**src/rtl/tx_ctrl_pkg.sv**
```systemverilog
package tx_ctrl_pkg;
  localparam int REG_W    = 32;
  localparam int BIT_FLS  = 15;
  localparam int BIT_FLD  = 14;
  localparam int BIT_OVR  = 2;
  localparam int BIT_EN   = 1;
  localparam int BIT_STOP = 0;
  localparam int N_FLUSH  = 2;

  typedef struct packed {
    logic ovr;
    logic en;
    logic stop;
  } ctl_t;

  function automatic logic [REG_W-1:0] pack_read(input ctl_t s);
    logic [REG_W-1:0] r;
    r           = '0;
    r[BIT_OVR]  = s.ovr;
    r[BIT_EN]   = s.en;
    r[BIT_STOP] = s.stop;
    return r;
  endfunction

  function automatic logic start_allowed(input ctl_t s, input logic full);
    return s.en & ~s.stop & ~(full & ~s.ovr);
  endfunction
endpackage

```
**src/rtl/tx_ctrl_decode.sv**
```systemverilog
module tx_ctrl_decode #(
  parameter int ADDR_W = 12,
  parameter logic [ADDR_W-1:0] REG_OFS = 'h70
) (
  input  logic              sel,
  input  logic              wr,
  input  logic [ADDR_W-1:0] addr,
  output logic              wr_hit,
  output logic              rd_hit
);
  logic addr_match;
  always_comb begin
    addr_match = (addr == REG_OFS);
    wr_hit     = sel & wr & addr_match;
    rd_hit     = sel & ~wr & addr_match;
  end
endmodule

```
**src/rtl/tx_ctrl_state.sv**
```systemverilog
module tx_ctrl_state
  import tx_ctrl_pkg::*;
(
  input  logic clk,
  input  logic rst_n,
  input  logic wr_hit,
  input  logic wd_ovr,
  input  logic wd_en,
  input  logic wd_stop,
  input  logic frame_busy,
  input  logic mac_halted,
  output ctl_t state,
  output logic stop_done
);
  ctl_t st_q, st_d;

  always_comb begin
    stop_done = st_q.stop & mac_halted & ~frame_busy;
    st_d = st_q;
    if (wr_hit) begin
      st_d.ovr = wd_ovr;
      st_d.en  = wd_en;
      if (!st_q.stop) st_d.stop = wd_stop;
    end
    if (stop_done) begin
      st_d.stop = 1'b0;
      st_d.en   = 1'b0;
    end
  end

  always_ff @(posedge clk) begin
    if (!rst_n) st_q <= '0;
    else        st_q <= st_d;
  end

  assign state = st_q;
endmodule

```
**src/rtl/tx_ctrl_flush.sv**
```systemverilog
module tx_ctrl_flush #(
  parameter int N = 2
) (
  input  logic         clk,
  input  logic         rst_n,
  input  logic [N-1:0] req,
  output logic [N-1:0] pulse
);
  for (genvar i = 0; i < N; i++) begin : g_strobe
    logic q;
    always_ff @(posedge clk) begin
      if (!rst_n) q <= 1'b0;
      else        q <= req[i];
    end
    assign pulse[i] = q;
  end
endmodule

```
**src/rtl/tx_ctrl_reg.sv**
```systemverilog
module tx_ctrl_reg
  import tx_ctrl_pkg::*;
#(
  parameter int ADDR_W = 12,
  parameter logic [ADDR_W-1:0] REG_OFS = 'h70
) (
  input  logic              clk,
  input  logic              rst_n,
  input  logic              bus_sel,
  input  logic              bus_wr,
  input  logic [ADDR_W-1:0] bus_addr,
  input  logic [REG_W-1:0]  bus_wdata,
  output logic [REG_W-1:0]  bus_rdata,
  input  logic              frame_busy,
  input  logic              mac_halted,
  input  logic              sts_full,
  output logic              tx_enable,
  output logic              stop_req,
  output logic              sts_overrun_ok,
  output logic              flush_data,
  output logic              flush_sts,
  output logic              frame_start_ok,
  output logic              sts_full_irq
);
  logic         wr_hit, rd_hit, stop_done;
  ctl_t         state;
  logic [N_FLUSH-1:0] fl_req, fl_pulse;
  logic         irq_q;

  tx_ctrl_decode #(.ADDR_W(ADDR_W), .REG_OFS(REG_OFS)) u_dec (
    .sel(bus_sel), .wr(bus_wr), .addr(bus_addr),
    .wr_hit(wr_hit), .rd_hit(rd_hit)
  );

  tx_ctrl_state u_state (
    .clk(clk), .rst_n(rst_n), .wr_hit(wr_hit),
    .wd_ovr(bus_wdata[BIT_OVR]), .wd_en(bus_wdata[BIT_EN]),
    .wd_stop(bus_wdata[BIT_STOP]),
    .frame_busy(frame_busy), .mac_halted(mac_halted),
    .state(state), .stop_done(stop_done)
  );

  // index 0: data FIFO, index 1: status FIFO
  assign fl_req = {wr_hit & bus_wdata[BIT_FLS], wr_hit & bus_wdata[BIT_FLD]};

  tx_ctrl_flush #(.N(N_FLUSH)) u_flush (
    .clk(clk), .rst_n(rst_n), .req(fl_req), .pulse(fl_pulse)
  );

  always_ff @(posedge clk) begin
    if (!rst_n) irq_q <= 1'b0;
    else        irq_q <= sts_full;
  end

  assign bus_rdata      = rd_hit ? pack_read(state) : '0;
  assign tx_enable      = state.en;
  assign stop_req       = state.stop;
  assign sts_overrun_ok = state.ovr;
  assign flush_data     = fl_pulse[0];
  assign flush_sts      = fl_pulse[1];
  assign frame_start_ok = start_allowed(state, sts_full);
  assign sts_full_irq   = irq_q;
endmodule

```
**config.mk**
```make
export PLATFORM = sky130hd
export DESIGN_NAME = tx_ctrl_reg
export DESIGN_NICKNAME = d
export VERILOG_FILES = /design/src/rtl/tx_ctrl_pkg.sv /design/src/rtl/tx_ctrl_decode.sv /design/src/rtl/tx_ctrl_state.sv /design/src/rtl/tx_ctrl_flush.sv /design/src/rtl/tx_ctrl_reg.sv
export SDC_FILE = /design/constraint.sdc
export NUM_CORES = 1
export LEC_CHECK = 0
export ABC_AREA = 0
export BUFFER_PORTS_ARGS = -buffer_cell sky130_fd_sc_hd__buf_2
export CORE_ASPECT_RATIO = 1.25
export CORE_MARGIN = 4
export CORE_UTILIZATION = 29
export DETAILED_ROUTE_END_ITERATION = 7
export PLACE_DENSITY = 0.93
export SETUP_SLACK_MARGIN = 0.05
export SYNTH_ARGS = -nofsm -noshare
export SYNTH_HDL_FRONTEND = slang
export SYNTH_SLANG_ARGS = --single-unit
```
**constraint.sdc**
```tcl
create_clock -name clk -period 2.7 [get_ports clk]
set_input_delay 0.405 -clock clk [delete_from_list [all_inputs] [get_ports clk]]
set_output_delay 0.405 -clock clk [all_outputs]
set_load 0.03 [all_outputs]
```
==> results <==
- The flow ran to the end, and the final reports show no timing, DRC or antenna violations.
- The die extent in y is between 50 and 60 um.
- Counting every instance in the synthesized netlist gives 62.
- Compared with the post-synthesis result, the final layout area differs by 17.7%.
- The main combinational cell family by area after synthesis is buffers and inverters.
- Synthesis instantiated 21 different standard cells from the library.
- The number of antenna violations at the first check in global routing is 0.
- In this run the cell area of the synthesized design comes to 538 um^2.
- On the final layout, the worst hold slack is 0.387 ns.
- The count of input and output buffers is 33.
- The leakage power of the design is 0.370 nW.
- The hold buffer count at cts is 0.
- For the worst-skew pair, the clock arrives at the later sink with an insertion delay of 0.24 ns.
- The adder and majority gate portion of the synthesized area is 0%.
- The final worst-path cycle share is between 80% and 90%.
- Ranked by total cell area, the synthesized netlist is headed by buf_4 40%, dfxtp_1 22%, and2_1 4.7%.
- The top cell type's share of synthesized area is 40.5%.
- The sequential group share of total power is a little over a third.
- The slowest stage cell on the critical path is or4_4.
- The number of maximum-capacitance constraint violations is 0.
- The detailed-route DRC error count is 0.
- The most repeated library cell on the critical path is buf_2.
- The horizontal die dimension is between 40 and 50 um.
- The switching share of power is a little under two fifths.
- The DRC violation total after the first TritonRoute iteration is 3.
- The setup violation total in the final timing report is 0.
- The number of primary I/O pins is 90.
- The largest voltage drop on the vdd net is 0.000238 V.
- Cell internal power was estimated by the tool at 157 uW.
- The minimum setup slack after placement is 0.417 ns.
- Clock-pin slew was measured on the worst setup and hold paths at ~0.04 ns.
- The number of global-route vias before repair came to about 420.
- The sequential share of the synthesized area is roughly 22%.
- The end of the worst hold path is u_flush.g_strobe[1].q.
- The total overflow left after global routing is 0.
- The cell depth of the worst min-delay path is 2.
- The worst setup path startpoint is bus_addr[9].
- The CTS tree is yes.
- Cells fill about 36% of the core in the end.
- The fraction of final layout cells sized beyond drive strength 1 is around two fifths.
- After synthesis, the most frequently instantiated cells are 29 x buf_4, 6 x dfxtp_1, 4 x and2_1.
- Of the total power, the clock network draws between 30% and 40%.
- Setup repair after global routing left no endpoint under its margin.
- The largest area contributor in the netlist is buf_4.
- The data required time at the worst endpoint is 2.30 ns.
- The aggregate negative setup slack is 0 ns.
- At the end of routability-driven placement, the weighted congestion stood at 0.650.
- Summing the areas of all compound-gate instances in the mapped netlist gives around 1.9% of the synthesized area.
- The number of enable flip-flop cells after synthesis is 0.
- The clock skew is approximately 0.000012 ns.
- The number of slew-limit violations in the final report is 0.
- The wire length of the first global-routing pass is 1.61 mm.
- After floorplanning, the core was sized to cover approximately 1800 um^2.
- Across all layers, the routed design uses around 470 vias.
- Traced cell by cell, the critical path runs through buf_2 > or4_4 > nor4_1 > and2_1 > buf_2.
- The post-cts resize count is 0.
- After detailed routing, the total wire length is between 1 and 1.5 mm.
- By startpoint and endpoint, the worst setup path is classified as input pin to output port.
- The total placed cells including tap cells is 112.
- The total chip power is ~250 uW.
- The number of vias per cell after detailed routing is 4.06.
- The post-CTS repair timing setup buffer count is 0.
- The finished layout holds ~120 standard cells, fillers aside.
- The post-layout net count is ~150.
- Counting flops and latches in the post-synthesis netlist gives 6.
- The launch point of the worst reg-to-reg path is u_state.state[0].
- The family with the most delay on the worst path is simple AND/OR/NAND/NOR gates.
- The clock sink count is 6.
- Among all flip-flop cells after synthesis, the most frequent one is dfxtp_1.
- The maximum count of clock buffers along a single path is 2.
- The startpoint identified for the worst hold timing path is bus_wdata[15].
- The finished cells cover roughly 630 um^2.
- In the synthesized netlist the async set-or-reset flop fraction comes to 0%.
- The capturing point of the worst reg2reg path is u_state.state[0].
- In the final routed layout, each cell accounts on average for around 11 um.
- The count of nets left with antenna violations once routing finished came out at 0.
- The global-route usage over all layers is approximately 9%.
- The die covers about 2600 um^2.
- The final antenna diode count is 0.
- The part of the power in combinational logic is between 30% and 40%.
- The first detailed-routing pass ran for 4 iterations.
- Counting I/O delays and the setup requirement, the final critical path takes between 2 and 2.5 ns.
- The worst path setup slack after routing is roughly 0.43 ns.
- For flop-to-flop paths, the worst setup slack is 1.77 ns.
- The achievable frequency is around 0.44 GHz.
- The clock buffer count from CTS is 3.
- Together, buffers and inverters on the worst path number 2.
- After Yosys synthesis, and, or, nand and nor cells account for 30.2% of the synthesized area.
- STA classifies the critical path endpoint as an output port.
- The final hold violation count is 0.
- Averaged over all synthesized cells, the footprint is 8.68 um^2.
- The initial utilization of the core area, before any placement, comes to 30.5%.
- The arrival time of data at the critical path endpoint is between 1.5 and 2 ns.
- The pin count of the biggest net entering global routing is 10.
- The cell sitting at the root of the clock tree is a clkbuf_4.
- The dominant cell by count in the synthesized netlist is buf_4.
- The post-synthesis share of cell area spent on xor and xnor gates is 0%.
- In this run the power spent charging and discharging nets is between 90 and 100 uW.
- STA classifies the critical path startpoint as an input pin.
- After synthesis, the share of cell area in mux cells is around 3.7%.
- The number of H-tree branching levels is 1.
- The row count is 17.
- For this run, the number of Yosys warnings is 0.
- The class of the most critical hold timing path is input pin to flop.
- On the worst path, the slowest cell contributes a delay of between 0.5 and 0.6 ns.
- Along the worst path, the maximum fanout reaches 3.
- For the worst flop-to-flop path, the logic depth is 2.
- The areal power density over the cells is 399 nW/um^2.
- Summing all placed instances gives a cell area of 611 um^2.
power by group through the flow:
stage          Sequential, mW  Clock, mW  Combinational, mW
5_1_grt                0.0897     0.0949             0.0862
4_1_cts                0.0898     0.0873             0.0804
6_report               0.0899     0.0814             0.0813
2_1_floorplan          0.0931          0             0.0935
3_5_place_dp           0.0914          0             0.0802
3_3_place_gp           0.0914          0             0.0788
state kept, by name (all words and copies together), names as in the netlist:
signal,cells
u_state.state,3
u_flush.g_strobe.q,2
sts_full_irq,1
kinds of logic (layout without fill, tap and decap cells):
family / Yosys count / after routing
other cells: 1 / 29
compound gates: 1 / 1
buf+inv: 30 / 36
mux: 2 / 2
simple gates: 22 / 22
flops: 6 / 6
final cells by class:
type                       instances  area (um^2)
tap                               19         23.8
clock buffer                       3         22.5
timing repair buffer              33          165
multi-input combinational         54          302
sequential                         6          120
fill                             207         1130
how the worst max path moves through the flow:
stage,end,slack (ns),cells past startpoint
floorplan,bus_rdata[0],0.67,3
global placement,bus_rdata[1],0.45,5
finish,bus_rdata[1],0.43,5
detailed placement,bus_rdata[1],0.42,5
CTS,bus_rdata[1],0.42,5
global route,bus_rdata[1],0.31,5
placed cells by master, fill, tap and decap left out:
cell type | Yosys | routed
nand2b_1 | 1 | 1
or3_1 | 1 | 1
a32o_1 | 1 | 1
and2_1 | 4 | 4
buf_2 | 0 | 33
dfxtp_1 | 6 | 6
nand4b_1 | 1 | 1
clkbuf_4 | 0 | 3
nand2_1 | 2 | 2
nor3b_1 | 1 | 1
and3b_1 | 1 | 1
nand3_1 | 2 | 2
nor2b_1 | 1 | 1
nor4_1 | 1 | 1
nand3b_1 | 1 | 1
and3_1 | 2 | 2
conb_1 | 1 | 29
or3b_2 | 2 | 2
or4_4 | 1 | 1
nor4_4 | 1 | 1
mux2i_1 | 2 | 2
routing by layer:
| metal | wire (um) | global-route usage [%] | vias to the layer above |
|---|---|---|---|
| met1 | 313 | 6.37 | 216 |
| li1 | - | - | 217 |
| met3 | 214 | 7.77 | 2 |
| met2 | 688 | 16.1 | 32 |
| met4 | 8 | 2.44 | 0 |
| met5 | 0 | 0 | - |
Power figures use the tool's default switching activity.
